## config.mk

```make
export PLATFORM = sky130hd
export DESIGN_NAME = dbank_arbiter
export DESIGN_NICKNAME = d
export VERILOG_FILES = /design/src/rtl/dbank_pkg.sv /design/src/rtl/dbank_decode.sv /design/src/rtl/dbank_bank_fsm.sv /design/src/rtl/dbank_read_gate.sv /design/src/rtl/dbank_arbiter.sv
export SDC_FILE = /design/constraint.sdc
export NUM_CORES = 1
export LEC_CHECK = 0
export ABC_AREA = 0
export CAP_MARGIN = 20
export CORE_UTILIZATION = 68
export DETAILED_ROUTE_END_ITERATION = 8
export DONT_BUFFER_PORTS = 1
export HOLD_SLACK_MARGIN = 0.1
export MAX_ROUTING_LAYER = met4
export PLACE_DENSITY = 0.87
export SYNTH_ARGS = -nofsm -noshare
export SYNTH_HDL_FRONTEND = slang
export SYNTH_HIERARCHICAL = 1
export SYNTH_SLANG_ARGS = --single-unit
```

## constraint.sdc

```tcl
create_clock -name clk -period 9.4 [get_ports clk]
set_clock_uncertainty 0.1 [all_clocks]
set_input_delay 0 -clock clk [delete_from_list [all_inputs] [get_ports clk]]
set_output_delay 0 -clock clk [all_outputs]
set_load 0.05 [all_outputs]
```

## src/rtl/dbank_pkg.sv

```systemverilog
package dbank_pkg;

  typedef enum logic [2:0] {
    M_READ   = 3'd0,
    M_AUTO   = 3'd1,
    M_PROG   = 3'd2,
    M_ERASE  = 3'd3,
    M_ESUSP  = 3'd4,
    M_ESPROG = 3'd5
  } bmode_e;

  typedef enum logic [1:0] {
    SRC_NONE   = 2'd0,
    SRC_ARRAY  = 2'd1,
    SRC_IDENT  = 2'd2,
    SRC_STATUS = 2'd3
  } rsrc_e;

  localparam logic [2:0] CMD_TO_READ = 3'd0;
  localparam logic [2:0] CMD_AUTO    = 3'd1;
  localparam logic [2:0] CMD_PROG    = 3'd2;
  localparam logic [2:0] CMD_ERASE   = 3'd3;
  localparam logic [2:0] CMD_SUSP    = 3'd4;
  localparam logic [2:0] CMD_RESUME  = 3'd5;

  typedef struct packed {
    logic   ok;
    bmode_e nxt;
  } cmd_res_t;

  // Legality of one command against the pair of bank modes.
  function automatic cmd_res_t cmd_eval(bmode_e own_m, bmode_e peer_m,
                                        logic [2:0] code, logic on_susp);
    cmd_res_t r;
    r.ok  = 1'b0;
    r.nxt = own_m;
    case (code)
      CMD_TO_READ: if (own_m == M_READ || own_m == M_AUTO) begin
        r.ok = 1'b1; r.nxt = M_READ;
      end
      CMD_AUTO: if (own_m == M_READ && peer_m == M_READ) begin
        r.ok = 1'b1; r.nxt = M_AUTO;
      end
      CMD_PROG: begin
        if (own_m == M_READ && peer_m == M_READ) begin
          r.ok = 1'b1; r.nxt = M_PROG;
        end else if (own_m == M_ESUSP && !on_susp) begin
          r.ok = 1'b1; r.nxt = M_ESPROG;
        end
      end
      CMD_ERASE: if (own_m == M_READ && peer_m == M_READ) begin
        r.ok = 1'b1; r.nxt = M_ERASE;
      end
      CMD_SUSP: if (own_m == M_ERASE) begin
        r.ok = 1'b1; r.nxt = M_ESUSP;
      end
      CMD_RESUME: if (own_m == M_ESUSP) begin
        r.ok = 1'b1; r.nxt = M_ERASE;
      end
      default: r.ok = 1'b0;
    endcase
    return r;
  endfunction

  // Data source for a read aimed at a bank in mode m.
  function automatic rsrc_e read_src(bmode_e m, logic on_susp);
    case (m)
      M_READ:  return SRC_ARRAY;
      M_AUTO:  return SRC_IDENT;
      M_ESUSP: return on_susp ? SRC_STATUS : SRC_ARRAY;
      default: return SRC_STATUS;
    endcase
  endfunction

endpackage

```

## src/rtl/dbank_decode.sv

```systemverilog
module dbank_decode #(
  parameter int UNIT_W  = 6,
  parameter int SUB_W   = 3,
  parameter int VARIANT = 3,
  parameter bit TOP_BOOT = 1'b0
) (
  input  logic [UNIT_W+SUB_W-1:0] upper,
  output logic                    bank_sel,
  output logic [UNIT_W+SUB_W-1:0] sector
);

  localparam int UNITS = 1 << UNIT_W;

  function automatic int boot_side_units(int v);
    case (v)
      0:       return 1;
      1:       return 8;
      2:       return 16;
      default: return 32;
    endcase
  endfunction

  localparam int B0_UNITS = boot_side_units(VARIANT);

  function automatic logic on_boot_side(logic [UNIT_W-1:0] u);
    if (TOP_BOOT) return int'(u) >= UNITS - B0_UNITS;
    else          return int'(u) < B0_UNITS;
  endfunction

  function automatic logic is_boot_unit(logic [UNIT_W-1:0] u);
    if (TOP_BOOT) return int'(u) == UNITS - 1;
    else          return u == '0;
  endfunction

  logic [UNIT_W-1:0] unit_idx;
  logic [SUB_W-1:0]  sub_idx;

  assign unit_idx = upper[UNIT_W+SUB_W-1:SUB_W];
  assign sub_idx  = upper[SUB_W-1:0];
  assign bank_sel = ~on_boot_side(unit_idx);
  assign sector   = {unit_idx, is_boot_unit(unit_idx) ? sub_idx : {SUB_W{1'b0}}};

endmodule

```

## src/rtl/dbank_bank_fsm.sv

```systemverilog
module dbank_bank_fsm
  import dbank_pkg::*;
#(
  parameter int SEC_W = 9
) (
  input  logic             clk,
  input  logic             rst_n,
  input  logic             take,
  input  bmode_e           nxt,
  input  logic [SEC_W-1:0] sector,
  input  logic             prog_done,
  input  logic             erase_done,
  output bmode_e           mode,
  output logic [SEC_W-1:0] susp_sector
);

  bmode_e           mode_q;
  logic [SEC_W-1:0] susp_q;
  logic             pdone_hit;
  logic             edone_hit;

  assign pdone_hit = prog_done && (mode_q == M_PROG || mode_q == M_ESPROG);
  assign edone_hit = erase_done && (mode_q == M_ERASE);

  always_ff @(posedge clk or negedge rst_n) begin
    if (!rst_n) begin
      mode_q <= M_READ;
      susp_q <= '0;
    end else if (pdone_hit) begin
      mode_q <= (mode_q == M_ESPROG) ? M_ESUSP : M_READ;
    end else if (edone_hit) begin
      mode_q <= M_READ;
    end else if (take) begin
      mode_q <= nxt;
      if (nxt == M_ERASE && mode_q == M_READ) susp_q <= sector;
    end
  end

  assign mode        = mode_q;
  assign susp_sector = susp_q;

  AST_PROG_DONE_EXIT: assert property (@(posedge clk) disable iff (!rst_n)
    (mode_q == M_PROG && prog_done) |=> (mode_q == M_READ));
  AST_ERASE_DONE_EXIT: assert property (@(posedge clk) disable iff (!rst_n)
    (mode_q == M_ERASE && erase_done) |=> (mode_q == M_READ));
  AST_SUSP_SECTOR_HELD: assert property (@(posedge clk) disable iff (!rst_n)
    (mode_q == M_ESUSP) |=> $stable(susp_q));

endmodule

```

## src/rtl/dbank_read_gate.sv

```systemverilog
module dbank_read_gate
  import dbank_pkg::*;
#(
  parameter int ADDR_W = 21
) (
  input  logic              clk,
  input  logic              rst_n,
  input  logic              ce_n,
  input  logic              oe_n,
  input  logic              we_n,
  input  logic [ADDR_W-1:0] addr,
  input  bmode_e            mode_sel,
  input  logic              hit_sel,
  output rsrc_e             rd_src,
  output logic              dq_oe
);

  logic              prev_ce_n_q;
  logic [ADDR_W-1:0] prev_addr_q;
  logic              primed_q;
  logic              wake_event;
  logic              rd_en;

  // Either a change of chip enable level or of address arms the sense path.
  assign wake_event = (ce_n != prev_ce_n_q) || (addr != prev_addr_q);

  always_ff @(posedge clk or negedge rst_n) begin
    if (!rst_n) begin
      prev_ce_n_q <= 1'b0;
      prev_addr_q <= '0;
      primed_q    <= 1'b0;
    end else begin
      prev_ce_n_q <= ce_n;
      prev_addr_q <= addr;
      if (wake_event) primed_q <= 1'b1;
    end
  end

  assign rd_en  = ~ce_n & ~oe_n & we_n;
  assign dq_oe  = rd_en;
  assign rd_src = (rd_en && primed_q) ? read_src(mode_sel, hit_sel) : SRC_NONE;

  AST_SRC_NEEDS_DRIVE: assert property (@(posedge clk) disable iff (!rst_n)
    (rd_src != SRC_NONE) |-> (!ce_n && !oe_n));

endmodule

```

## src/rtl/dbank_arbiter.sv

```systemverilog
module dbank_arbiter
  import dbank_pkg::*;
#(
  parameter int ADDR_W   = 21,
  parameter int UNIT_W   = 6,
  parameter int SUB_W    = 3,
  parameter int VARIANT  = 3,
  parameter bit TOP_BOOT = 1'b0
) (
  input  logic              clk,
  input  logic              rst_n,
  input  logic [ADDR_W-1:0] addr,
  input  logic              ce_n,
  input  logic              oe_n,
  input  logic              we_n,
  input  logic              cmd_stb,
  input  logic [2:0]        cmd_code,
  input  logic [1:0]        prog_done,
  input  logic [1:0]        erase_done,
  output logic [2:0]        mode_b0,
  output logic [2:0]        mode_b1,
  output logic              cmd_ack,
  output logic              cmd_rej,
  output logic              rd_bank,
  output logic [1:0]        rd_src,
  output logic              dq_oe
);

  localparam int SEC_W   = UNIT_W + SUB_W;
  localparam int SUB_LSB = ADDR_W - SEC_W;

  logic             bank_sel;
  logic [SEC_W-1:0] sector;
  bmode_e           mode_q [2];
  logic [SEC_W-1:0] susp_q [2];
  logic [1:0]       hit;
  cmd_res_t         ev;
  logic             cmd_fire;
  logic             any_done;
  logic             cmd_ok;
  rsrc_e            src;
  logic             ack_q, rej_q;

  dbank_decode #(
    .UNIT_W(UNIT_W), .SUB_W(SUB_W), .VARIANT(VARIANT), .TOP_BOOT(TOP_BOOT)
  ) u_dec (
    .upper    (addr[ADDR_W-1:SUB_LSB]),
    .bank_sel (bank_sel),
    .sector   (sector)
  );

  assign cmd_fire = cmd_stb & ~ce_n & ~we_n;
  assign any_done = (|prog_done) | (|erase_done);
  assign ev       = cmd_eval(mode_q[bank_sel], mode_q[~bank_sel], cmd_code, hit[bank_sel]);
  assign cmd_ok   = cmd_fire & ev.ok & ~any_done;

  for (genvar b = 0; b < 2; b++) begin : g_bank
    assign hit[b] = (sector == susp_q[b]);
    dbank_bank_fsm #(.SEC_W(SEC_W)) u_fsm (
      .clk         (clk),
      .rst_n       (rst_n),
      .take        (cmd_ok && (bank_sel == 1'(b))),
      .nxt         (ev.nxt),
      .sector      (sector),
      .prog_done   (prog_done[b]),
      .erase_done  (erase_done[b]),
      .mode        (mode_q[b]),
      .susp_sector (susp_q[b])
    );
  end

  dbank_read_gate #(.ADDR_W(ADDR_W)) u_rd (
    .clk      (clk),
    .rst_n    (rst_n),
    .ce_n     (ce_n),
    .oe_n     (oe_n),
    .we_n     (we_n),
    .addr     (addr),
    .mode_sel (mode_q[bank_sel]),
    .hit_sel  (hit[bank_sel]),
    .rd_src   (src),
    .dq_oe    (dq_oe)
  );

  always_ff @(posedge clk or negedge rst_n) begin
    if (!rst_n) begin
      ack_q <= 1'b0;
      rej_q <= 1'b0;
    end else begin
      ack_q <= cmd_ok;
      rej_q <= cmd_fire & ~cmd_ok;
    end
  end

  assign mode_b0 = mode_q[0];
  assign mode_b1 = mode_q[1];
  assign cmd_ack = ack_q;
  assign cmd_rej = rej_q;
  assign rd_bank = bank_sel;
  assign rd_src  = src;

  AST_ONE_BANK_READS: assert property (@(posedge clk) disable iff (!rst_n)
    (mode_b0 == 3'd0) || (mode_b1 == 3'd0));
  AST_ACK_NEEDS_STROBE: assert property (@(posedge clk) disable iff (!rst_n)
    cmd_ack |-> $past(cmd_stb && !ce_n && !we_n));
  AST_REJ_NEEDS_STROBE: assert property (@(posedge clk) disable iff (!rst_n)
    cmd_rej |-> $past(cmd_stb && !ce_n && !we_n));
  AST_REJ_KEEPS_MODES: assert property (@(posedge clk) disable iff (!rst_n)
    cmd_rej |-> ($past(any_done) ||
                 (mode_b0 == $past(mode_b0) && mode_b1 == $past(mode_b1))));
  AST_ARRAY_ONLY_WHEN_FREE: assert property (@(posedge clk) disable iff (!rst_n)
    (rd_src == 2'd1) |-> (mode_q[rd_bank] == M_READ || mode_q[rd_bank] == M_ESUSP));

endmodule

```

=== After elaboration in Yosys (flattened, before gate mapping) ===
Cells that the tools add are included.

* Flip-flop bits (word level): 49
* Bits of input ports: 34
* Word-level logic and storage cells: 109

* Order comparisons: 4
* Eq/ne operators: 19
* Multiplexer cells: 29
* Bitwise logic cells: 20
* Reductions and logical operators: 28

{| class="wikitable"
|+ Operator list
! kind !! count
|-
| 3-bit 2-to-1 mux || 15
|-
| 4-bit 2-to-1 mux || 7
|-
| 3-bit by 2-bit == test with 1-bit output, second input constant || 8
|-
| 21-bit inequality test || 1
|-
| 9-bit == test || 2
|-
| 3-bit case mux with 6 select lines || 1
|-
| 3-bit == test, second input constant || 5
|-
| 3-bit zero test || 5
|-
| 1-bit logical AND || 11
|-
| 1-bit NOT || 10
|-
| 4-bit AND reduction || 2
|-
| 1-bit AND || 7
|-
| 3-bit by 1-bit == test with 1-bit output, second input constant || 2
|-
| 6-bit zero test || 1
|-
| 6-bit < comparator, second input constant || 1
|-
| 1-bit case mux with 6 select lines || 1
|-
| 2-bit case mux with 3 select lines || 1
|-
| 3-bit nonzero test || 2
|-
| 2-bit greater-or-equal comparator, second input constant || 2
|-
| 1-bit logical OR || 4
|-
| 2-bit 2-to-1 mux || 2
|-
| 1-bit NOT with 2-bit output || 2
|-
| 2-bit OR reduction || 2
|-
| 1-bit by 2-bit < comparator with 1-bit output, second input constant || 1
|-
| other kinds (4) || 5
|}

=== Longest topological paths before layout ===
* Depth in word-level cells: 17
* Gate-level depth with buffers: 12

=== Cells and area by module ===
The synthesis kept the hierarchy.

{| class="wikitable"
|+ By module, submodules not included
! module !! instances !! cells an instance !! area an instance (um^2) !! seq. area each (um^2)
|-
| dbank_bank_fsm || 2 || 38 || 534.3 || 300.3
|-
| dbank_read_gate || 1 || 59 || 847.1 || 575.6
|-
| dbank_arbiter || 1 || 83 || 629.4 || 50.0
|-
| dbank_decode || 1 || 12 || 87.6 || 0.0
|}

=== Least setup slack after synthesis ===
OpenSTA, ideal clock, no wires.

* Kind: register -> register
* From: reg g_bank[0].u_fsm.mode_q[0]
* To: reg g_bank[1].u_fsm.susp_q[0]
* Library setup time: 125 ps
* Arrival: 2997 ps
* Required time: 9175 ps
* Setup slack: 6179 ps
* Cell stages (with the launch flop): 9
* Buffers on the path: 0
* Period minus slack after synthesis: 3221 ps
* Cell sequence: dfrtp_1 or4_1 or3_4 o311ai_4 a22oi_2 nor2b_1 and4bb_1 nand3_4 mux2_2

* Longest elaborated chain between the ends: 12
* Elaborated cells on any way between the ends: 29
* Classes of those cells: eq/ne: 4; mux: 15; bitwise: 2; reduce/logical: 8

{| class="wikitable"
|+ RTL lines
! element !! RTL line !! text
|-
| from (decl) || dbank_bank_fsm.sv:17 || <nowiki>bmode_e mode_q;</nowiki>
|-
| from (signal assigned) || dbank_bank_fsm.sv:30 || <nowiki>mode_q <= (mode_q == M_ESPROG) ? M_ESUSP : M_READ;</nowiki>
|-
| from (signal assigned) || dbank_bank_fsm.sv:34 || <nowiki>mode_q <= nxt;</nowiki>
|-
| 3-bit 2-to-1 mux (implied by the code) (3 in a row) || dbank_arbiter.sv:54 || <nowiki>assign ev = cmd_eval(mode_q[bank_sel], mode_q[~bank_sel], cmd_code, hit[bank_sel]);</nowiki>
|-
| 3-bit == test || dbank_pkg.sv:47, dbank_pkg.sv:57 ||
|-
| 1-bit logical AND || dbank_pkg.sv:47 || <nowiki>end else if (own_m == M_ESUSP && !on_susp) begin</nowiki>
|-
| 4-bit 2-to-1 mux || dbank_pkg.sv:47 ||
|-
| 4-bit 2-to-1 mux || dbank_pkg.sv:45 || <nowiki>if (own_m == M_READ && peer_m == M_READ) begin</nowiki>
|-
| 1-bit case mux with 6 select lines || dbank_pkg.sv:37 || <nowiki>case (code)</nowiki>
|-
| 1-bit AND (2 in a row) || dbank_arbiter.sv:55 || <nowiki>assign cmd_ok = cmd_fire & ev.ok & ~any_done;</nowiki>
|-
| 1-bit logical AND || dbank_arbiter.sv:62 || <nowiki>.take (cmd_ok && (bank_sel == 1'(b))),</nowiki>
|-
| 4-bit AND reduction (no source line) (*) || -- ||
|-
| to (signal assigned) || dbank_bank_fsm.sv:35 || <nowiki>if (nxt == M_ERASE && mode_q == M_READ) susp_q <= sector;</nowiki>
|-
| to (decl) || dbank_bank_fsm.sv:18 || <nowiki>logic [SEC_W-1:0] susp_q;</nowiki>
|}

Every way passes the cells marked *; elsewhere a longest branch is shown, timed or not. The select of a mux whose other input is x is not followed.
A chain may end at the register's enable or synchronous reset.

=== Worst setup path in the final report ===
* From: reg g_bank[0].u_fsm.mode_q[0]
* To: reg g_bank[1].u_fsm.mode_q[2]

* Longest elaborated chain between the ends: 12
* Elaborated cells on any way between the ends: 30
* Classes of those cells: eq/ne: 3; mux: 18; bitwise: 2; reduce/logical: 7

{| class="wikitable"
|+ RTL lines
! element !! RTL line
|-
| 3-bit 2-to-1 mux (implied by the code) (3 in a row) || dbank_arbiter.sv:54
|-
| 3-bit == test || dbank_pkg.sv:47, dbank_pkg.sv:57
|-
| 1-bit logical AND || dbank_pkg.sv:47
|-
| 4-bit 2-to-1 mux || dbank_pkg.sv:47
|-
| 4-bit 2-to-1 mux || dbank_pkg.sv:45
|-
| 1-bit case mux with 6 select lines || dbank_pkg.sv:37
|-
| 1-bit AND (2 in a row) || dbank_arbiter.sv:55
|-
| 1-bit logical AND || dbank_arbiter.sv:62
|-
| 3-bit nonzero test (no source line) || --
|-
| to (signal assigned) || dbank_bank_fsm.sv:30
|-
| to (signal assigned) || dbank_bank_fsm.sv:34
|-
| to (decl) || dbank_bank_fsm.sv:17
|}

Several ways; a longest one is shown, not always the timed one. The select of a mux whose other input is x is not followed.

==> impl_metrics.csv <==
group,metric,value,unit
yosys,count_of_unique_library_cells_instantiated_by_yosys,47,
final_layout,drive_gt1_frac,0.1407,
grt,largest_net_degree_at_the_start_of_global_routing,38,
power,irDropWorstVdd,168.1,uV
yosys,synthTopCellsByCount,"sky130_fd_sc_hd__dfrtp_1 (49), sky130_fd_sc_hd__xnor2_1 (22), sky130_fd_sc_hd__mux2_2 (18)",
sta,timing.hold.ws,114.7,ps
grt,first_pass_grt_wire_length,10.90,mm
final_layout,utilization,0.8585,
yosys,ys_dominant_reg_cell,"sky130_fd_sc_hd__dfrtp_1",
yosys,synth.top_cell.area_share,0.4658,
sta,grt_setup_unrepaired,"false",
sta,maxSlewHeadroom,0.2884,
routing,drc_errors,0,
cts,post_cts_resize_count,0,
worst_setup_path,timing.critical_path.arrival,4270,ps
yosys,mappedNetlistNets,264,
run_status,outcome,"finished, final reports clean",
yosys,mean_instance_size_in_the_synthesized_netlist,11.45,um2
floorplan,top_level_ports,46,
final_layout,antenna_cells_inserted,0,
cts,worst_setup_hold_path_clk_slew,90,ps
cts,clock_latency,310,ps
placement,gp_congestion,0.9572,
final_layout,layout-area-overhead-vs-synth,20.29,%
worst_setup_path,timing.setup.critical_path_class,"reg -> reg",
yosys,synth-edff-count,0,
sta,report.final.slew_viol_count,0,
worst_setup_path,cp-end-kind,"flip-flop",
worst_setup_path,cp-start-kind,"flip-flop",
yosys,syn-cell-area,0.002633,mm2
routing,total_wire_length_after_detailed_routing,6.659,mm
flow_run,drv_cap,0,
routing,drt_first_pass_iters,4,
grt,antenna_violations_before_repair,0,
routing,routed-via-count,2080,
floorplan,starting_utilization_of_the_core_area,0.7137,
yosys,ys_ff_latch,49,
yosys,yosysWarnings,6,
yosys,synth.most_common_cell,"sky130_fd_sc_hd__dfrtp_1",
yosys,synthCells,230,
cts,max-clock-path-buffers,2,
power,power.static_leakage,1.354,nW
grt,grt_usage,0.3728,
grt,grt_remaining_overflow,0,
sta,setup_viol_count_final,0,
yosys,synth-async-reset-ratio,1.000,
cts,cts.root.buffer_cell,"sky130_fd_sc_hd__clkbuf_8",
sta,hold_viol,0,
floorplan,fp.coreArea,0.003689,mm2
grt,first_global_vias,2156,
sta,final.period_utilization,0.4441,
final_layout,nFillCells,182,
sta,fin_crit,4174,ps
power,power.density,149.8,mW/mm2
yosys,synth.area.top_cells,"sky130_fd_sc_hd__dfrtp_1 (47%), sky130_fd_sc_hd__mux2_2 (7.7%), sky130_fd_sc_hd__xnor2_1 (7.3%)",
routing,vias_per_cell,6.541,
floorplan,fp.dieArea,0.004124,mm2
sta,fmax,239.6,MHz
floorplan,die_x,64.22,um
cts,cts-buffers-inserted,5,
final_layout,fin_nets,303,
floorplan,floorplan.rows,22,
yosys,ys_seq_area_frac,0.4658,
routing,dr_iter_0_viols,290,
floorplan,dieHeight,64.22,um
cts,clock-sinks,49,
placement,dp.final_hpwl,3.380,mm
worst_setup_path,crit_required,9500,ps
worst_setup_path,critPathMaxFanout,12,
placement,i_o_buffers,0,
cts,tritoncts_clock_tree,"built",
routing,route.antenna.remaining_nets,0,
sta,timing_worst_slew_pin_value,1071,ps
sta,setup_total_negative_slack,0,ps
min_path,min-delay-path-class,"in -> reg",
routing,drt-wirelength-per-cell,20.94,um
yosys,yosys.area.top_type,"sky130_fd_sc_hd__dfrtp_1",
cts,cts_max_level,2,
through the flow:
step | cell area (um2) | power (mW) | setup slack (ps) | std cells
detailed placement | 2614 | 0.3116 | 5888 | 267
CTS | 3167 | 0.4639 | 5359 | 318
finish | 3167 | 0.4744 | 5226 | 318
global placement | 2614 | 0.3098 | 5959 | 267
global route | 3167 | 0.4930 | 5044 | 318
floorplan | 2633 | 0.3064 | 6179 | 230
worst paths after layout:
kind                                                       startpoint                                          to  slack [ps]  cells past startpoint
min in group asynchronous                                       rst_n              u_rd/prev_addr_q[11]$_DFF_PN0_         580                      3
setup reg to reg                  g_bank[0].u_fsm/mode[0]$_DFFE_PN0P_         g_bank[1].u_fsm/mode[2]$_DFFE_PN0P_        5230                      9
hold / removal                                               addr[19]  g_bank[1].u_fsm/susp_sector[0]$_DFFE_PN0P_         110                      3
hold reg to reg            g_bank[0].u_fsm/susp_sector[5]$_DFFE_PN0P_  g_bank[0].u_fsm/susp_sector[5]$_DFFE_PN0P_         410                      1
setup / recovery                  g_bank[0].u_fsm/mode[0]$_DFFE_PN0P_         g_bank[1].u_fsm/mode[2]$_DFFE_PN0P_        5230                      9
max in group asynchronous                                       rst_n         g_bank[0].u_fsm/mode[0]$_DFFE_PN0P_        8240                      4
registers in the layout (all words and copies together) (netlist names):
register	cells
u_rd/prev_addr_q	21
g_bank.u_fsm/susp_sector	18
u_rd/primed_q	1
cmd_ack	1
g_bank.u_fsm/mode	6
u_rd/prev_ce_n_q	1
cmd_rej	1
what timing repair did:
action / CTS / global route
hold buffers: 43 / 0
setup buffers: 0 / 0
hold endpoints to repair: 100 / 0
layer usage:
layer	vias up	share of wire	wire, um	track usage
li1	916	-	-	-
met1	1044	0.39	2620	0.4267
met2	95	0.51	3404	0.6210
met3	25	0.060	397	0.09107
met4	0	0.036	237	0.1667
met5	-	0	0	-
cells in the final DEF, fill, tap and decap left out, types with 4 or more instances in the layout:
cell type	count
sky130_fd_sc_hd__a21oi_1	6
sky130_fd_sc_hd__and3_1	6
sky130_fd_sc_hd__clkbuf_8	5
sky130_fd_sc_hd__dfrtp_1	49
sky130_fd_sc_hd__dlygate4sd3_1	41
sky130_fd_sc_hd__inv_1	4
sky130_fd_sc_hd__mux2_2	18
sky130_fd_sc_hd__mux2i_1	15
sky130_fd_sc_hd__nand2_1	8
sky130_fd_sc_hd__nand3_1	4
sky130_fd_sc_hd__nand4_1	5
sky130_fd_sc_hd__nor2_1	16
sky130_fd_sc_hd__nor4_1	5
sky130_fd_sc_hd__o211ai_1	4
sky130_fd_sc_hd__o21ai_0	9
sky130_fd_sc_hd__xnor2_1	22
sky130_fd_sc_hd__xor2_1	10
critical path, cell delays in order, from the launching register on:
cell	delay [ps]
sky130_fd_sc_hd__dfrtp_1	680
sky130_fd_sc_hd__or4_1	690
sky130_fd_sc_hd__or3_4	380
sky130_fd_sc_hd__o311ai_4	280
sky130_fd_sc_hd__a22oi_2	150
sky130_fd_sc_hd__nor2b_1	360
sky130_fd_sc_hd__o2111ai_1	180
sky130_fd_sc_hd__dlygate4sd3_1	580
sky130_fd_sc_hd__o31a_1	100
sky130_fd_sc_hd__dlygate4sd3_1	550
logic make-up after synthesis:
family / Yosys count / synth area share
mux: 34 / 0.1393
compound gates: 34 / 0.09411
buf+inv: 16 / 0.03897
simple gates: 65 / 0.1554
xor+xnor: 32 / 0.1065
flops: 49 / 0.4658
power breakdown:
| part | switching [mW] | internal (mW) |
|---|---|---|
| registers | 0.0229 | 0.218 |
| logic | 0.0542 | 0.0488 |
| clock network | 0.0759 | 0.0542 |
| total | 0.153 | 0.321 |
area by class of cell:
cell class	count	area [um2]	share of cell area
Clock inverter	3	26.28	0.008297
Tap cell	48	60.06	0.01896
Sequential cell	49	1226	0.3872
Clock buffer	5	68.82	0.02173
Multi-Input combinational cell	165	1309	0.4133
Inverter	5	18.77	0.005927
Timing Repair Buffer	43	457.9	0.1446
(Power assumes the default switching activity.)
